File: src/rtl/irqw_pkg.sv
package irqw_pkg;

    // Service vector codes reported on svc_vec
    typedef enum logic [1:0] {
        VEC_NONE  = 2'b00,
        VEC_RESET = 2'b01,
        VEC_NMI   = 2'b10,
        VEC_MASK  = 2'b11
    } svc_vec_e;

    // Wait/test loop states
    typedef enum logic {
        WS_RUN  = 1'b0,
        WS_IDLE = 1'b1
    } wait_state_e;

    // Bit positions of the asynchronous inputs inside the synchroniser bus
    localparam int SYNC_W    = 4;
    localparam int BIT_TEST  = 0;
    localparam int BIT_INTR  = 1;
    localparam int BIT_NMI   = 2;
    localparam int BIT_HWRST = 3;

    // Reset values of the synchroniser stages (reset request line idles high)
    localparam logic [SYNC_W-1:0] SYNC_RST_VAL = 4'b1000;

    // Synchronised event set used by the arbitration
    typedef struct packed {
        logic rst_act;
        logic nmi_lvl;
        logic intr_lvl;
        logic test_hi;
    } evt_s;

    // Fixed-priority choice: reset, then non-maskable, then maskable
    function automatic svc_vec_e pick_vec(input logic want_rst,
                                          input logic want_nmi,
                                          input logic want_mask);
        svc_vec_e v;
        if (want_rst)       v = VEC_RESET;
        else if (want_nmi)  v = VEC_NMI;
        else if (want_mask) v = VEC_MASK;
        else                v = VEC_NONE;
        return v;
    endfunction

endpackage

File: src/rtl/irqw_sync.sv
module irqw_sync #(
    parameter int              W       = 4,
    parameter int              STAGES  = 2,
    parameter logic [W-1:0]    RST_VAL = '0
) (
    input  logic         clk,
    input  logic         rst,
    input  logic [W-1:0] d,
    output logic [W-1:0] q
);

    logic [W-1:0] stg [STAGES];

    for (genvar i = 0; i < STAGES; i++) begin : g_stage
        if (i == 0) begin : g_first
            always_ff @(posedge clk) begin
                if (rst) stg[0] <= RST_VAL;
                else     stg[0] <= d;
            end
        end else begin : g_next
            always_ff @(posedge clk) begin
                if (rst) stg[i] <= RST_VAL;
                else     stg[i] <= stg[i-1];
            end
        end
    end

    assign q = stg[STAGES-1];

endmodule

File: src/rtl/irqw_nmi_latch.sv
module irqw_nmi_latch (
    input  logic clk,
    input  logic rst,
    input  logic clr,      // hardware reset request active
    input  logic nmi_s,    // synchronised non-maskable line
    input  logic take,     // non-maskable service chosen this cycle
    output logic pend
);

    logic nmi_d;
    logic rise;

    assign rise = nmi_s & ~nmi_d;

    always_ff @(posedge clk) begin
        if (rst) begin
            nmi_d <= 1'b0;
            pend  <= 1'b0;
        end else begin
            nmi_d <= nmi_s;
            if (clr)       pend <= 1'b0;
            else if (rise) pend <= 1'b1;
            else if (take) pend <= 1'b0;
        end
    end

    // a pending event stays until it is serviced or discarded
    p_pend_hold_r5: assert property (@(posedge clk) disable iff (rst)
        pend && !take && !clr |=> pend);

endmodule

File: src/rtl/irqw_ack_pulse.sv
module irqw_ack_pulse #(
    parameter int ACK_LEN = 2
) (
    input  logic clk,
    input  logic rst,
    input  logic clr,
    input  logic start,
    output logic ack_n,
    output logic busy
);

    localparam int CW = $clog2(ACK_LEN + 1);

    logic [CW-1:0] cnt;

    always_ff @(posedge clk) begin
        if (rst || clr)        cnt <= '0;
        else if (start)        cnt <= CW'(ACK_LEN);
        else if (cnt != '0)    cnt <= cnt - CW'(1);
    end

    assign busy  = (cnt != '0);
    assign ack_n = ~busy;

    if (ACK_LEN >= 2) begin : g_len_chk
        // once low, the acknowledge stays low at least one more cycle
        p_ack_hold_r3: assert property (@(posedge clk) disable iff (rst)
            $fell(ack_n) && !clr |=> !ack_n);
    end

endmodule

File: src/rtl/irqw_wait_fsm.sv
module irqw_wait_fsm
    import irqw_pkg::*;
(
    input  logic clk,
    input  logic rst,
    input  logic clr,        // hardware reset request active
    input  logic wait_exec,
    input  logic test_hi,    // synchronised test line
    input  logic svc_fire,   // a service is chosen this cycle
    output logic stall,
    output logic resume
);

    wait_state_e state, state_nx;
    logic        resume_nx;

    always_comb begin
        state_nx  = state;
        resume_nx = 1'b0;
        unique case (state)
            WS_RUN: begin
                if (wait_exec && test_hi && !svc_fire && !clr)
                    state_nx = WS_IDLE;
            end
            WS_IDLE: begin
                if (clr || svc_fire) begin
                    state_nx = WS_RUN;
                end else if (!test_hi) begin
                    state_nx  = WS_RUN;
                    resume_nx = 1'b1;
                end
            end
            default: state_nx = WS_RUN;
        endcase
    end

    always_ff @(posedge clk) begin
        if (rst) begin
            state  <= WS_RUN;
            resume <= 1'b0;
        end else begin
            state  <= state_nx;
            resume <= resume_nx;
        end
    end

    assign stall = (state == WS_IDLE);

    // stall only starts after a wait strobe with the test line high
    p_stall_entry_r8: assert property (@(posedge clk) disable iff (rst)
        $rose(stall) |-> $past(wait_exec) && $past(test_hi));

    // resume marks the end of an idle period
    p_resume_exit_r9: assert property (@(posedge clk) disable iff (rst)
        resume |-> !stall && $past(stall));

endmodule

File: src/rtl/irq_wait_front.sv
module irq_wait_front
    import irqw_pkg::*;
#(
    parameter int ACK_LEN     = 2,
    parameter int SYNC_STAGES = 2
) (
    input  logic       clk,
    input  logic       rst,
    input  logic       intr_req,
    input  logic       nmi_req,
    input  logic       test_in,
    input  logic       hw_reset_n,
    input  logic       int_en,
    input  logic       wait_exec,
    input  logic       insn_bound,
    output logic       ack_n,
    output logic       svc_valid,
    output logic [1:0] svc_vec,
    output logic       stall,
    output logic       resume
);

    logic [SYNC_W-1:0] raw_in;
    logic [SYNC_W-1:0] sync_q;
    evt_s              ev;

    logic     nmi_pend;
    logic     ack_busy;
    logic     take;
    svc_vec_e vec_nx;
    logic     fire;

    logic     svc_valid_q;
    svc_vec_e svc_vec_q;

    // ---------------- input synchronisation ----------------
    always_comb begin
        raw_in            = '0;
        raw_in[BIT_TEST]  = test_in;
        raw_in[BIT_INTR]  = intr_req;
        raw_in[BIT_NMI]   = nmi_req;
        raw_in[BIT_HWRST] = hw_reset_n;
    end

    irqw_sync #(
        .W       (SYNC_W),
        .STAGES  (SYNC_STAGES),
        .RST_VAL (SYNC_RST_VAL)
    ) u_sync (
        .clk (clk),
        .rst (rst),
        .d   (raw_in),
        .q   (sync_q)
    );

    always_comb begin
        ev.rst_act  = ~sync_q[BIT_HWRST];
        ev.nmi_lvl  =  sync_q[BIT_NMI];
        ev.intr_lvl =  sync_q[BIT_INTR];
        ev.test_hi  =  sync_q[BIT_TEST];
    end

    // ---------------- non-maskable edge latch ----------------
    irqw_nmi_latch u_nmi (
        .clk   (clk),
        .rst   (rst),
        .clr   (ev.rst_act),
        .nmi_s (ev.nmi_lvl),
        .take  (vec_nx == VEC_NMI),
        .pend  (nmi_pend)
    );

    // ---------------- arbitration ----------------
    assign take = insn_bound | stall;

    always_comb begin
        if (take)
            vec_nx = pick_vec(ev.rst_act,
                              nmi_pend,
                              ev.intr_lvl & int_en & ~ack_busy);
        else
            vec_nx = VEC_NONE;
    end

    assign fire = (vec_nx != VEC_NONE);

    always_ff @(posedge clk) begin
        if (rst) begin
            svc_valid_q <= 1'b0;
            svc_vec_q   <= VEC_NONE;
        end else begin
            svc_valid_q <= fire;
            svc_vec_q   <= vec_nx;
        end
    end

    assign svc_valid = svc_valid_q;
    assign svc_vec   = svc_vec_q;

    // ---------------- acknowledge pulse ----------------
    irqw_ack_pulse #(
        .ACK_LEN (ACK_LEN)
    ) u_ack (
        .clk   (clk),
        .rst   (rst),
        .clr   (ev.rst_act),
        .start (vec_nx == VEC_MASK),
        .ack_n (ack_n),
        .busy  (ack_busy)
    );

    // ---------------- wait / test loop ----------------
    irqw_wait_fsm u_wait (
        .clk       (clk),
        .rst       (rst),
        .clr       (ev.rst_act),
        .wait_exec (wait_exec),
        .test_hi   (ev.test_hi),
        .svc_fire  (fire),
        .stall     (stall),
        .resume    (resume)
    );

    // ---------------- assertions ----------------
    // a service follows a boundary strobe or an idle cycle
    p_svc_origin_r2: assert property (@(posedge clk) disable iff (rst)
        svc_valid |-> $past(insn_bound) || $past(stall));

    // the acknowledge only falls with a maskable service
    p_ack_only_mask_r3: assert property (@(posedge clk) disable iff (rst)
        $fell(ack_n) |-> svc_valid && (svc_vec == 2'b11));

    // maskable services need the enable flag
    p_mask_gated_r4: assert property (@(posedge clk) disable iff (rst)
        svc_valid && (svc_vec == 2'b11) |-> $past(int_en));

    // a service chosen while reset is requested is the reset service
    p_reset_first_r7: assert property (@(posedge clk) disable iff (rst)
        svc_valid && $past(ev.rst_act) |-> svc_vec == 2'b01);

    // no vector code without the strobe
    p_vec_idle_r2: assert property (@(posedge clk) disable iff (rst)
        !svc_valid |-> svc_vec == 2'b00);

endmodule

File: config.mk
export PLATFORM = sky130hd
export DESIGN_NAME = irq_wait_front
export DESIGN_NICKNAME = d
export VERILOG_FILES = /design/src/rtl/irqw_pkg.sv /design/src/rtl/irqw_sync.sv /design/src/rtl/irqw_nmi_latch.sv /design/src/rtl/irqw_ack_pulse.sv /design/src/rtl/irqw_wait_fsm.sv /design/src/rtl/irq_wait_front.sv
export SDC_FILE = /design/constraint.sdc
export NUM_CORES = 1
export LEC_CHECK = 0
export ABC_CLOCK_PERIOD_IN_PS = 3280
export BUFFER_PORTS_ARGS = -buffer_cell sky130_fd_sc_hd__buf_2
export CAP_MARGIN = 5
export CORE_AREA = 5 5 42 44
export CTS_CLUSTER_SIZE = 8
export DETAILED_ROUTE_END_ITERATION = 6
export DIE_AREA = 0 0 47 49
export PLACE_DENSITY = 0.69
export SYNTH_ARGS = -nofsm -noshare
export SYNTH_HDL_FRONTEND = slang
export SYNTH_SLANG_ARGS = --single-unit
File: constraint.sdc
create_clock -name clk -period 3.28 [get_ports clk]
set_input_delay 0.328 -clock clk [delete_from_list [all_inputs] [get_ports clk]]
set_output_delay 0.328 -clock clk [all_outputs]
set_load 0.005 [all_outputs]
==> flow_summary.toml, run 1 <==
[run_status]
run_status = "completed"

[logic_synthesis]
synth_compound_area_share_pct = 7.14
synth_seq_cells = 17
postSynthNetCount = 57
main_combinational_cell_family_by_area_after_synthesis = "simple AND/OR/NAND/NOR gates"
synth_enable_flop_cells = 0
yosys.cell_types.count = 17
synthFlopType = "sky130_fd_sc_hd__dfxtp_1"
synthMuxAreaShare_pct = 0
synth_top_area_share_pct = 64.8
synthesis.instances = 48
post-synth-top-count-cell = "sky130_fd_sc_hd__dfxtp_1"
yosys.area_share.adder_pct = 0
post_synth_instance_area_um2 = 526
post_synth_and_or_nand_nor_area_fraction_pct = 26.7
synth-seq-area-share_pct = 64.8
synth_xor_area_share_pct = 0
yosys_warnings = 0
asyncSetResetFlopFracSynth_pct = 0
syn_area_per_cell_um2 = 10.9
post_synth_main_area_contributors = "sky130_fd_sc_hd__dfxtp_1, sky130_fd_sc_hd__nor2b_1, sky130_fd_sc_hd__nor2_1"
ranking_of_synthesized_cells_by_instance_count = "sky130_fd_sc_hd__dfxtp_1, sky130_fd_sc_hd__nor2b_1, sky130_fd_sc_hd__nor2_1"
yosys.area.top_type = "sky130_fd_sc_hd__dfxtp_1"

[clock_tree]
clock_tree.root_cell = "sky130_fd_sc_hd__clkbuf_4"
h-tree-depth = 1
post-cts-setup-buffers = 0
cts-hold-fix-buffers = 0
tritoncts_clock_tree = "yes"
clk_latency_ps = 280
numClockSinks = 17
cts_buffer_depth = 2
cts.clk_slew.worst_paths_ps = 90
inserted_clock_buffers = 3
cts_resized = 0

[layout]
final_nets = 75
drive_above_1_share_pct = 29.2
antenna_cells = 0
multi_input_area_um2 = 178
fillCellCount = 149
final-seq-area_um2 = 340
layout.cells.non_filler = 81
layout-area-overhead-vs-synth_pct = 21.4

[critical_path]
critPathKind = "flop to flop"
critical_path.reg2reg.startpoint = "u_ack.cnt[0]"
worst_setup_path_end_kind = "flop"
worst-r2r-cell-count = 3
crit_path_dat_ps = 1430
timing.critical_path.from = "u_ack.cnt[0]"
r2r_setup_slk_ps = 2070
startpoint_type = "flop"
r2r-end = "u_ack.cnt[1]"
critPathRequiredTime_ps = 3500
cp_max_fo = 4

[sta]
setup_viol = 0
setup_total_negative_slack_ps = 0
fin_crit_sh_pct = 36.9
achievable-frequency_ghz = 0.826
final.setup_skew_ps = 3.75
slew-limit-headroom_pct = 77.8
rsz0062_at_grt = "false"
final_period_minus_worst_setup_slack_ps = 1210
whs_ps = 222
finalMaxSlewViolations = 0
worst_slew_pin_slew_ps = 332
timing.final.hold_violations = 0

[floorplanning]
core_um2 = 1400
boundaryPins = 15
floorplan.die.width_um = 47
die_outline_area_um2 = 2300
chipHeight_um = 49
fp-row-count = 14
initial_core_util_pct = 37.5

[route]
detail_route.iter0.violations = 5
post_drt_wl_per_cell_um = 9.17
drt-total-wl_um = 743
drt_pre_antenna_iters = 4
routed_via_density = 4.46
detailroute.via_count = 361
route.antenna.remaining_nets = 0
drc = 0

[global_route]
initial_antenna_violation_count = 0
pin_count_of_the_biggest_net_entering_global_routing = 13
overflow = 0
grt_pass1_wl_um = 1350
first_global_vias = 359
grt.total_usage_pct = 8.23

[job]
max-cap-violations = 0

[place]
buffer_ports.inserted = 14
placedCellCount = 77
gp_routability_congestion = 0.576
detailedPlacementHpwl_um = 572

[pwr]
leakage_nw = 0.268
peakVddDrop_mv = 0.213
power_density_over_the_cells_nw_per_um2 = 531

[hold_path]
whs_path_depth = 2
hp-class = "input pin to flop"
hold_crit_start = "hw_reset_n"
timing.hold.worst_endpoint = "u_sync.stg[0][3]"
==> cells by family (layout without fill, tap and decap cells) <==
logic type,Yosys count,after routing
and+or+nand+nor,23,23
buffers and inverters,2,19
AOI/OAI and AO/OA,6,6
DFF,17,17
==> power by group <==
part           switching, mW  internal [mW]
Combinational        0.00814        0.00957
Sequential           0.00213          0.213
Clock                 0.0588         0.0472
==> cells in the final DEF, fill, tap and decap left out, types with 2 or more instances in the layout <==
cell type	count
sky130_fd_sc_hd__a211oi_1	2
sky130_fd_sc_hd__a21oi_1	2
sky130_fd_sc_hd__buf_2	14
sky130_fd_sc_hd__clkbuf_4	3
sky130_fd_sc_hd__dfxtp_1	17
sky130_fd_sc_hd__nand2b_1	2
sky130_fd_sc_hd__nor2_1	5
sky130_fd_sc_hd__nor2b_1	8
sky130_fd_sc_hd__or2_2	2
==> final cells by class <==
cell class	count	share of cell area (%)
multi-input cells	29	27.8
flip-flops and latches	17	53.3
well taps	16	3.14
clock buffers	4	4.12
inverters	1	0.588
repair buffers	14	11.0
==> metrics by stage <==
stage                     util [%]  setup WS (ps)  area (um2)  total power [mW]
final                         45.5           2070         638             0.339
after global routing          45.5           1940         638             0.356
after CTS                     45.5           2070         638             0.348
after detailed placement      43.7           2080         612             0.238
after global placement        43.7           2100         612             0.237
after floorplan                  -           2160         526             0.230
==> per-layer routing <==
layer  track usage (%)  up-vias  part of all wire [%]
met2              13.3        9                    50
met5                 0        -                     0
met4              6.91        0                  0.54
met1              8.09      159                    42
met3              2.21        2                   7.5
li1                  -      191                     -
==> state kept, by name, summed over array words and instances, names as in the netlist <==
register,cells
u_sync.stg,8
svc_vec,2
u_ack.cnt,2
svc_valid,1
u_nmi.nmi_d,1
u_nmi.pend,1
u_wait.resume,1
u_wait.stall,1
==> worst max-delay path: stages (launching register included) <==
cell	delay (ps)
sky130_fd_sc_hd__dfxtp_1	340
sky130_fd_sc_hd__and4bb_1	310
sky130_fd_sc_hd__or3b_1	350
sky130_fd_sc_hd__a21oi_1	140
==> how the worst max path moves through the flow <==
stage	slack, ps	cells past startpoint	endpoint
2_1_floorplan	2160	3	u_ack.cnt[1]
5_1_grt	1940	3	u_wait.resume
4_1_cts	2070	3	u_ack.cnt[1]
3_3_place_gp	2100	4	u_ack.cnt[1]
3_5_place_dp	2080	4	u_ack.cnt[1]
6_report	2070	3	u_ack.cnt[1]
Power figures use the tool's default switching activity.
==> run 2: changes to the inputs <==
--- a/config.mk
+++ b/config.mk
@@ -5,7 +5,7 @@
 export SDC_FILE = /design/constraint.sdc
 export NUM_CORES = 1
 export LEC_CHECK = 0
-export ABC_CLOCK_PERIOD_IN_PS = 3280
+export ABC_CLOCK_PERIOD_IN_PS = 1200
 export BUFFER_PORTS_ARGS = -buffer_cell sky130_fd_sc_hd__buf_2
 export CAP_MARGIN = 5
 export CORE_AREA = 5 5 42 44
==> constraint.sdc (replaced) <==
create_clock -name clk -period 1.2 [get_ports clk]
set_input_delay 0.12 -clock clk [delete_from_list [all_inputs] [get_ports clk]]
set_output_delay 0.12 -clock clk [all_outputs]
set_load 0.005 [all_outputs]
==> flow_summary.toml, run 2 (synthesis gave the netlist of run 1 again) <==
[run_status]
run_status = "completed"

[layout]
final_cell_utilization_of_the_core_pct = 47.9
layout_common_cells = "sky130_fd_sc_hd__dfxtp_1, sky130_fd_sc_hd__buf_2, sky130_fd_sc_hd__nor2b_1"
regMostFlops = "u_sync.stg"
fillCellCount = 159
final_common_cell = "sky130_fd_sc_hd__dfxtp_1"
drive_above_1_share_pct = 36.2
layout-area-overhead-vs-synth_pct = 27.6
antenna_cells = 0
final_nets = 79
largest_register_ffs = 8
layout.cells.non_filler = 85

[floorplanning]
chipHeight_um = 49
core_um2 = 1400
fp-row-count = 14
initial_core_util_pct = 37.5
floorplan.die.width_um = 47
die_outline_area_um2 = 2300
boundaryPins = 15

[clock_tree]
numClockSinks = 17
tritoncts_clock_tree = "yes"
inserted_clock_buffers = 3
clock_tree.root_cell = "sky130_fd_sc_hd__clkbuf_4"
cts-hold-fix-buffers = 0
cts.clk_slew.worst_paths_ps = 90
clk_latency_ps = 280
cts_buffer_depth = 2
h-tree-depth = 1

[critical_path]
r2r_setup_slk_ps = 30
cp_max_fo = 3
crit_path_cell_trace = "and4bb_1 > or3b_1 > a21oi_1"
timing.critical_path.slowest_cell_delay_ps = 360
worst_setup_path_end_kind = "flop"
startpoint_type = "flop"
critPathRequiredTime_ps = 1420
crit_slowest_cell = "sky130_fd_sc_hd__or3b_1"
critPathKind = "flop to flop"
crit_path_dat_ps = 1390

[sta]
setup_viol = 0
worst_slew_pin_slew_ps = 216
setup_total_negative_slack_ps = 0
timing.final.hold_violations = 0
final_period_minus_worst_setup_slack_ps = 1170
fin_crit_sh_pct = 97.7
whs_ps = 14.2
finalMaxSlewViolations = 0
slew-limit-headroom_pct = 85.4
final.setup_skew_ps = 1.11
achievable-frequency_ghz = 0.853
rsz0062_at_grt = "true"

[place]
gp_routability_congestion = 0.640
detailedPlacementHpwl_um = 616
buffer_ports.inserted = 14
placedCellCount = 79

[pwr]
p_seq_share_pct = 62.7
netSwitchingPower_uw = 195
combinationalPowerShare_pct = 5.9
power_density_over_the_cells_nw_per_um2 = 1400
p_sw_share_pct = 20.8
peakVddDrop_mv = 0.970
total_power_uw = 938
p_int_uw = 743
clock_power_share_pct = 31.5
leakage_nw = 0.289

[route]
wl_met3_um = 71
drc = 0
drt_pre_antenna_iters = 2
route.met2.wl_um = 358
drt-total-wl_um = 821
detailroute.via_count = 376
route.antenna.remaining_nets = 0
detail_route.iter0.violations = 2
maxUsedRoutingLayer = "met4"
post_drt_wl_per_cell_um = 9.66
routed_via_density = 4.42
met1_length_um = 348

[job]
max-cap-violations = 0

[global_route]
first_global_vias = 341
overflow = 0
initial_antenna_violation_count = 0
grt.total_usage_pct = 8.37
pin_count_of_the_biggest_net_entering_global_routing = 12
grt_pass1_wl_um = 1310

[hold_path]
hp-class = "input pin to flop"
-- run 2: changes by cell type in the layout (fill, tap and decap cells not counted) --
cell                      previous run  this run
sky130_fd_sc_hd__buf_4               0         4
sky130_fd_sc_hd__dfxtp_1            17        15
sky130_fd_sc_hd__dfxtp_2             0         2
-- run 2: cell type report --
type                       count  area [um2]  area share [%]
tap                           16        20.0            2.99
inverter                       1        3.75           0.560
timing repair buffer          18         100            14.9
sequential                    17         343            51.1
multi-input combinational     29         178            26.5
clock buffer                   4        26.3            3.92
-- run 2: worst paths after layout --
path / from / depth (start not counted) / to
hold reg to reg: u_sync.stg[0][3] / 1 / u_sync.stg[1][3]
setup reg to reg: u_ack.cnt[0] / 3 / u_ack.cnt[1]
hold / removal: hw_reset_n / 2 / u_sync.stg[0][3]
setup / recovery: u_ack.cnt[0] / 3 / u_ack.cnt[1]
-- run 2: what timing repair did --
action	CTS	global route
setup endpoints to repair	1	1
resized for setup	2	0
pin swaps	2	1
buffers inserted	2	0
-- run 2: through the flow --
step	instance area, um2	setup WS, ps
floorplan	526	79.5
global placement	627	49.5
detailed placement	627	-2.33
CTS	671	7.61
global route	671	-27.3
finish	671	27.1
-- run 2: layer usage --
| metal | vias to the layer above | GRT usage, % |
|---|---|---|
| li1 | 199 | - |
| met2 | 11 | 11.3 |
| met1 | 162 | 9.01 |
| met3 | 4 | 2.58 |
| met4 | 0 | 9.68 |
| met5 | - | 0 |
-- run 2: critical path: cells and delay by family, from the launching register on --
kind	cells	cell delay, ps
simple gates	2	660
flops	1	320
compound gates	1	120
-- run 2: power by group through the flow --
stage | logic, mW | clock network [mW] | registers (mW)
4_1_cts | 0.0566 | 0.308 | 0.588
3_3_place_gp | 0.0542 | 0 | 0.601
5_1_grt | 0.0627 | 0.329 | 0.590
3_5_place_dp | 0.0555 | 0 | 0.602
2_1_floorplan | 0.0290 | 0 | 0.601
6_report | 0.0549 | 0.295 | 0.588
==> run 3: changes to the inputs <==
--- a/config.mk
+++ b/config.mk
@@ -6,7 +6,7 @@
 export NUM_CORES = 1
 export LEC_CHECK = 0
 export ABC_CLOCK_PERIOD_IN_PS = 1200
-export BUFFER_PORTS_ARGS = -buffer_cell sky130_fd_sc_hd__buf_2
+export BUFFER_PORTS_ARGS = -buffer_cell sky130_fd_sc_hd__clkbuf_2
 export CAP_MARGIN = 5
 export CORE_AREA = 5 5 42 44
 export CTS_CLUSTER_SIZE = 8
==> flow_summary.toml, run 3 (synthesis gave the netlist of run 1 again) <==
[hold_path]
hp-class = "input pin to flop"
hold_crit_start = "hw_reset_n"

[critical_path]
crit_path_cell_trace = "and4bb_1 > or3b_1 > a21oi_1"
critical_path.reg2reg.startpoint = "u_ack.cnt[1]"
worst_setup_path_end_kind = "flop"
startpoint_type = "flop"
critPathKind = "flop to flop"
timing.critical_path.from = "u_ack.cnt[1]"
r2r_setup_slk_ps = 1
crit_path_dat_ps = 1410
cpLargestDelayFamily = "simple AND/OR/NAND/NOR gates"
crit_slowest_cell = "sky130_fd_sc_hd__or3b_1"
cp_max_fo = 3
r2r-end = "u_ack.cnt[1]"
timing.critical_path.slowest_cell_delay_ps = 360
critical_path_depth_in_cells = 3
critPathRequiredTime_ps = 1410
cp-endpoint = "u_ack.cnt[1]"
worst-r2r-cell-count = 3
timing.critical_path.buf_inv = 0

[place]
gp_routability_congestion = 0.633
dp_worst_setup_slack_ps = 13.7
buffer_ports.inserted = 14
detailedPlacementHpwl_um = 640

[route]
detail_route.iter0.violations = 2
post_drt_wl_per_cell_um = 10.1
drt-total-wl_um = 851
drt_pre_antenna_iters = 2
detailroute.via_count = 376
drc = 0
route.antenna.remaining_nets = 0
routed_via_density = 4.48

[run_status]
run_status = "completed"

[floorplanning]
die_outline_area_um2 = 2300
core_um2 = 1400
fp-row-count = 14
boundaryPins = 15
floorplan.die.width_um = 47
chipHeight_um = 49
initial_core_util_pct = 37.5

[global_route]
overflow = 0
grt_met2_usage_pct = 14.7
pin_count_of_the_biggest_net_entering_global_routing = 12
grt.total_usage_pct = 9.52
grt.busiest_layer = "met2"
initial_antenna_violation_count = 0
global_route.usage.met1_pct = 10.6
groute.layer.met3.usage_pct = 2.58
grt_pass1_wl_um = 1600
first_global_vias = 424

[clock_tree]
inserted_clock_buffers = 3
cts_buffer_depth = 2
tritoncts_clock_tree = "yes"
clk_latency_ps = 280
cts.clk_slew.worst_paths_ps = 90
clock_tree.root_cell = "sky130_fd_sc_hd__clkbuf_4"
numClockSinks = 17
h-tree-depth = 1

[sta]
final.setup_skew_ps = 2.07
setup_viol = 0
fin_crit_sh_pct = 99.9
slew-limit-headroom_pct = 82.6
worst_slew_pin_slew_ps = 259
setup_slack_ps = 1.09
rsz0062_at_grt = "true"
timing.final.hold_violations = 0
final_period_minus_worst_setup_slack_ps = 1200
achievable-frequency_ghz = 0.834
finalMaxSlewViolations = 0

[layout]
largest_register_ffs = 8
drive_above_1_share_pct = 35.3
layout_common_cells = "sky130_fd_sc_hd__dfxtp_1, sky130_fd_sc_hd__clkbuf_2, sky130_fd_sc_hd__nor2b_1"
final_cell_utilization_of_the_core_pct = 47.3
antenna_cells = 0
final_common_cell = "sky130_fd_sc_hd__dfxtp_1"
regMostFlops = "u_sync.stg"
layout-area-overhead-vs-synth_pct = 26.2
final_nets = 78

[pwr]
power_density_over_the_cells_nw_per_um2 = 1410
leakage_nw = 0.283
peakVddDrop_mv = 0.879
total_power_uw = 935

[job]
max-cap-violations = 0
-- run 3: cell type report --
cell class,instances,area [um2]
fill,153,738
multi-input combinational,29,178
clock buffer,4,26.3
timing repair buffer,17,92.6
sequential,17,343
tap,16,20.0
inverter,1,3.75
-- run 3: what timing repair did --
| item | in CTS | in global routing |
|---|---|---|
| hold buffers | 0 | 0 |
| resized for setup | 2 | 0 |
| endpoints found under the setup margin | 1 | 2 |
| pin swaps | 1 | 0 |
| endpoints found under the hold margin | 0 | 0 |
| setup buffers | 1 | 0 |
-- run 3: worst min path at each step --
stage          cells past startpoint               end  slack, ps
4_1_cts                            2  u_sync.stg[0][3]          6
6_report                           2  u_sync.stg[0][3]         20
5_1_grt                            2  u_sync.stg[0][3]         30
3_3_place_gp                       2  u_sync.stg[0][3]        300
3_5_place_dp                       2  u_sync.stg[0][3]        310
2_1_floorplan                      1  u_sync.stg[0][0]        190
-- run 3: layer usage --
layer  wire [um]  share of wire (%)
met2         406                 48
met4          20                2.4
met3          64                7.5
met1         359                 42
met5           0                  0
-- run 3: report_power, final --
group | internal (mW) | switching [mW] | total, mW
Clock | 0.129 | 0.163 | 0.292
Sequential | 0.582 | 0.00604 | 0.588
Combinational | 0.0310 | 0.0242 | 0.0552
Total | 0.742 | 0.193 | 0.935
-- run 3: worst reg2reg max path, cell delays in order (launching register included) --
cell                       delay [ps]
sky130_fd_sc_hd__dfxtp_2          330
sky130_fd_sc_hd__and4bb_1         310
sky130_fd_sc_hd__or3b_1           360
sky130_fd_sc_hd__a21oi_1          140
-- run 3: through the flow --
step	hold slack, ps	setup TNS [ps]	area (um2)	std cells
after floorplan	192	0	526	48
after global placement	304	0	627	79
after detailed placement	306	0	627	79
after CTS	5.66	0	663	84
after global routing	29.7	-129	663	84
final	16.9	0	663	84
